===== src/rtl/plru4_tracker.sv =====
module plru4_tracker #(
  parameter int CTL_W     = 32,
  parameter int FIELD_LSB = 26
) (
  input  logic             clk,
  input  logic             rst_n,
  input  logic [CTL_W-1:0] mmu_ctl_i,
  input  logic             hit_valid,
  input  logic [1:0]       hit_idx,
  input  logic             miss_valid,
  input  logic             utlb_hit,
  output logic [CTL_W-1:0] mmu_ctl_o,
  output logic [1:0]       victim_idx,
  output logic             illegal_state,
  output logic             refill_we,
  output logic [1:0]       refill_slot
);
  localparam int FW = 6;

  logic [FW-1:0] lru, lru_nxt;
  logic          do_refill, use_en;
  logic [1:0]    use_idx;

  assign lru = mmu_ctl_i[FIELD_LSB +: FW];

  always_comb begin
    illegal_state = 1'b0;
    if (lru[5] & lru[4] & lru[3])          victim_idx = 2'd0;
    else if (!lru[5] & lru[2] & lru[1])    victim_idx = 2'd1;
    else if (!lru[4] & !lru[2] & lru[0])   victim_idx = 2'd2;
    else if (!lru[3] & !lru[1] & !lru[0])  victim_idx = 2'd3;
    else begin
      victim_idx    = 2'd0;
      illegal_state = 1'b1;
    end
  end

  assign do_refill = miss_valid & utlb_hit & ~hit_valid;
  assign use_en    = hit_valid | do_refill;
  assign use_idx   = hit_valid ? hit_idx : victim_idx;

  always_comb begin
    lru_nxt = lru;
    if (use_en) begin
      case (use_idx)
        2'd0: lru_nxt[5:3] = 3'b000;
        2'd1: begin lru_nxt[5] = 1'b1; lru_nxt[2:1] = 2'b00; end
        2'd2: begin lru_nxt[4] = 1'b1; lru_nxt[2] = 1'b1; lru_nxt[0] = 1'b0; end
        default: begin lru_nxt[3] = 1'b1; lru_nxt[1:0] = 2'b11; end
      endcase
    end
  end

  always_comb begin
    mmu_ctl_o = mmu_ctl_i;
    mmu_ctl_o[FIELD_LSB +: FW] = lru_nxt;
  end

  always_ff @(posedge clk) begin
    if (!rst_n) begin
      refill_we   <= 1'b0;
      refill_slot <= 2'd0;
    end else begin
      refill_we   <= do_refill;
      refill_slot <= do_refill ? victim_idx : refill_slot;
    end
  end
endmodule



===== config.mk =====
export PLATFORM = sky130hd
export DESIGN_NAME = plru4_tracker
export DESIGN_NICKNAME = d
export VERILOG_FILES = /design/src/rtl/plru4_tracker.sv
export SDC_FILE = /design/constraint.sdc
export NUM_CORES = 1
export LEC_CHECK = 0
export BUFFER_PORTS_ARGS = -buffer_cell sky130_fd_sc_hd__buf_2
export CAP_MARGIN = 0
export CORE_MARGIN = 3
export CORE_UTILIZATION = 32
export DETAILED_ROUTE_END_ITERATION = 7
export PLACE_DENSITY = 0.83
export SYNTH_ARGS = -nofsm -noshare
export SYNTH_HDL_FRONTEND = slang
export SYNTH_SLANG_ARGS = --single-unit

===== constraint.sdc =====
create_clock -name clk -period 4.39 [get_ports clk]
set_input_delay 1.0975 -clock clk [delete_from_list [all_inputs] [get_ports clk]]
set_output_delay 1.0975 -clock clk [all_outputs]
set_load 0.01 [all_outputs]

Word level (Yosys, flattened, before mapping):

Index checks and enable logic that the tools add are counted.
W data, S select, Z words.

* equality and inequality tests: 2
* multiplexer cells: 16
* bitwise operators: 12
* reduce and logical (&&, ||, !) cells: 10

Operators by type and width (count)
* $pmux W1 S2: 6
* $and A1 B1 Y1: 10
* $mux W2: 5
* $logic_not A1 Y1: 6
* $mux W6: 1
* $reduce_or A2 Y1: 3
* $mux W1: 4
* $eq A2 B1 Y1 const B: 1
* $eq A2 B2 Y1 const B: 1
* $logic_not A2 Y1: 1
* $not A1 Y1: 1
* $or A1 B1 Y1: 1

* flip-flop bits (word level): 3
* input port bits: 39
* output and inout port bits: 38

Longest topological paths before layout:

* depth in word-level cells: 12
* depth in mapped cells: 7
* gate-level depth less buffers: 7

Least setup slack after synthesis:

Ideal clock, no wire load.

* path kind: input-to-output
* start point: in mmu_ctl_i[27]
* end point: out mmu_ctl_o[28]
* data arrival time: 2.312 ns
* required time: 3.293 ns
* slack: 0.981 ns
* cell stages on the path: 5
* path through: and3b_1 -> o31ai_2 -> ha_1 -> nand2_1 -> mux2_2

* word-level cells in the longest chain between the ends: 11
* elaborated cells on any way between the ends: 13
* classes of those cells: 2 x eq/ne; 7 x mux; 3 x bitwise; 1 x reduce/logical

RTL lines
* start: declaration: line 7 `input logic [CTL_W-1:0] mmu_ctl_i,`
* $logic_not A1 Y1: line 31 `else if (!lru[3] & !lru[1] & !lru[0]) victim_idx = 2'd3;`
* $and A1 B1 Y1 (2 in series): line 31
* $mux W2: line 31
* $mux W2: line 30 `else if (!lru[4] & !lru[2] & lru[0]) victim_idx = 2'd2;`
* $mux W2 (*): line 29 `else if (!lru[5] & lru[2] & lru[1]) victim_idx = 2'd1;`
* $mux W2 (*): line 28 `if (lru[5] & lru[4] & lru[3]) victim_idx = 2'd0;`
* $mux W2 (*): line 40 `assign use_idx = hit_valid ? hit_idx : victim_idx;`
* $eq A2 B2 Y1 / $eq A2 B1 Y1 (equally long branches): line 45 `case (use_idx)`
* $pmux W1 S2 (*): line 45
* $mux W6 (*): line 44 `if (use_en) begin`
* end: declaration: line 12 `output logic [CTL_W-1:0] mmu_ctl_o,`

Every way passes the cells marked *; elsewhere a longest branch is shown, timed or not.

Worst setup path in the final report:

Ends and elaborated chain as after synthesis.

==> metrics.md <==
| Metric | Value |
|---|---|
| Status | finished, final reports clean |
| Vias in the first global route | 460 |
| Cell Pwr Density | ~250 mW/mm2 |
| Reg2Reg Depth | 2 |
| Row Count | 14 |
| Period utilization | a little under nine tenths |
| Die Y | about 48 um |
| Count of different cell masters after synthesis | 29 |
| Port Buffer Count | 24 |
| Clock Skews | 0 ps |
| Setup violators final | 0 |
| MaxCap Viol Count | 0 |
| Fin nets | roughly 110 |
| Via density per instance | between 5 and 6 |
| Seq cells post-synth | 3 |
| Worst-path clk slew | 40 ps |
| CTS max path bufs | 2 |
| TritonCTS Buffers | 3 |
| Critical path endpoint category | output pin |
| Initial DRT Pass Iterations | 4 |
| Final Instance Area | slightly above 500 um2 |
| Hold depth | 2 |
| Type of the worst setup path | input port to output pin |
| Hold Fails Final Rpt | 0 |
| Hold Path Origin | refill_slot[0]$_SDFFE_PN0P_ |
| CTS tree | done |
| Max Clock Freq | between 200 and 300 MHz |
| Worst path required time | 3290 ps |
| DRC viols | 0 |
| Setup crit start kind | input port |
| Register area | ~60 um2 |
| WP data arrival | approximately 2600 ps |
| GRT overflow | 0 |
| CP Launch Point | mmu_ctl_i[27] |
| Multi-input combinational cell area | roughly 280 um2 |
| Peak supply drop | between 0.00005 and 0.00006 V |
| Ys Warns | 0 |
| Setup_tns | 0 ps |
| Drt wl/cell | 13.6 um |
| Clock Latency Late Sink | 230 ps |
| Worst hold path type | flop to flop |
| Post-Synthesis Cells | a little over 70 |
| Total Wirelength | approximately 1200 um |
| # IOs | between 70 and 80 |
| Leak | approximately 0.28 nW |
| Relative slew margins | about 73% |
| Gr usage total | roughly 11% |
| Die Area | around 0.0023 mm2 |
| Routability cong. | ~0.76 |
| Mapped Nets | ~110 |
| Dpl hpwl | slightly above 1000 um |
| Synthesized area | approximately 560 um2 |
| First-pass GRT wire length | approximately 1800 um |
| H-tree depth | 1 |
| Largest net degree at the start of global routing | 11 |
| Worst-path fanout max | 5 |
| Syn Area/Cell | roughly 8 um2 |
| Initial antenna violation count | 0 |
| Launching point of the worst reg2reg path | refill_slot[1]$_SDFFE_PN0P_ |
| CTS Hold Buffers Added | 0 |
| Via count | around 450 |
| Seq/Total Area, Yosys | a little over a tenth |
| Die extent in x | ~48 um |
| Worst-Margin Slew | just over 400 ps |
| Routed Antenna Nets | 0 |
| Clock root buffer master | clkbuf_4 |
| Ys async rst share | 0% |
| ANT cells | 0 |
| Area of placed instances | just under 500 um2 |
| Area grow syn2layout | -7.16% |
| DRT iter0 DRCs | 4 |
| Share of cells above drive strength 1 | about 50% |
| Max-slew violation count | 0 |
| Ys flop type | dfxtp_1 |
| Cts repair resizes | 0 |
| Clock sinks | 3 |
| Initial Util | ~35% |
| Core footprint | 0.00158 mm2 |
| RSZ-0062 raised after global routing | no |
| Crit path time final | 3740 ps |
| Fill cells | ~190 |
| # Post-CTS Setup Buffers | 0 |
| Number of flops mapped to enable cells by yosys | 0 |
[through the flow]
stage          hold WS (ps)  cells  util, %  worst slack [ps]  total power [mW]
2_1_floorplan           488     71        -               981            0.0851
3_3_place_gp            448     84     31.3               721            0.0797
3_5_place_dp            461     84     31.3               643            0.0806
4_1_cts                 466     88     32.9               647             0.132
5_1_grt                 478     88     32.9               574             0.140
6_report                460     88     32.9               654             0.129
[cells in the mapped netlist (2+ instances only)]
library cell | count | area, um2
a31oi_1 | 2 | 12.5
nand2_1 | 5 | 18.8
nor2_1 | 4 | 15.0
dfxtp_1 | 3 | 60.1
a21oi_1 | 3 | 15.0
buf_4 | 26 | 195
and3b_1 | 2 | 17.5
nand2b_1 | 2 | 12.5
inv_1 | 2 | 7.51
o21ai_1 | 2 | 10.0
ha_1 | 2 | 25.0
[flip-flops by register name, indices dropped and copies added (netlist names)]
signal	count
refill_we	1
refill_slot	2
[cell usage in the layout, fill, tap and decap left out, types with 2 or more instances in the layout]
master | netlist | layout
a31oi_1 | 2 | 2
ha_1 | 2 | 2
buf_2 | 0 | 24
clkbuf_4 | 0 | 3
o21ai_1 | 2 | 2
a21oi_1 | 3 | 3
nor2_1 | 4 | 4
nand2b_1 | 2 | 2
nand2_1 | 5 | 5
inv_1 | 2 | 2
and3b_1 | 2 | 2
dfxtp_1 | 3 | 3
[critical path: stages]
cell,delay [ps]
buf_2,120
and3b_1,220
o31ai_2,370
ha_1,310
nand2_1,70
mux2_2,320
buf_2,140
[cells by family after synthesis]
kind of cell	count (synthesis)	synth area share [%]
buffers and inverters	30	38.9
DFF	3	10.7
AOI/OAI and AO/OA	16	22.6
adders and majority gates	2	4.47
and+or+nand+nor	17	16.8
muxes	3	6.49
[layer usage]
layer / up-vias / routed length [um] / GRT usage, %
li1: 218 / - / -
met1: 201 / 448 / 11.4
met2: 25 / 548 / 18.2
met3: 10 / 149 / 2.26
met4: 0 / 48 / 11.8
met5: - / 0 / 0
[report_power, final]
part	internal, mW	switching [mW]
Sequential	0.0283	0.000313
Clock	0.0341	0.0152
Combinational	0.0236	0.0274
Total	0.0861	0.0429
[worst paths after layout]
kind | endpoint | slack, ps
hold / removal | refill_slot[0]$_SDFFE_PN0P_ | 460
setup / recovery | mmu_ctl_o[28] | 650
hold reg to reg | refill_slot[0]$_SDFFE_PN0P_ | 460
setup reg to reg | refill_slot[1]$_SDFFE_PN0P_ | 3790
[area by class of cell]
cell class              count  area share, %
well taps                  16           3.86
inverters                   3           2.17
clock buffers               4           5.06
multi-input cells          38           54.2
flip-flops and latches      3           11.6
repair buffers             24           23.1
No activity file was read; power rests on OpenSTA's default activity.
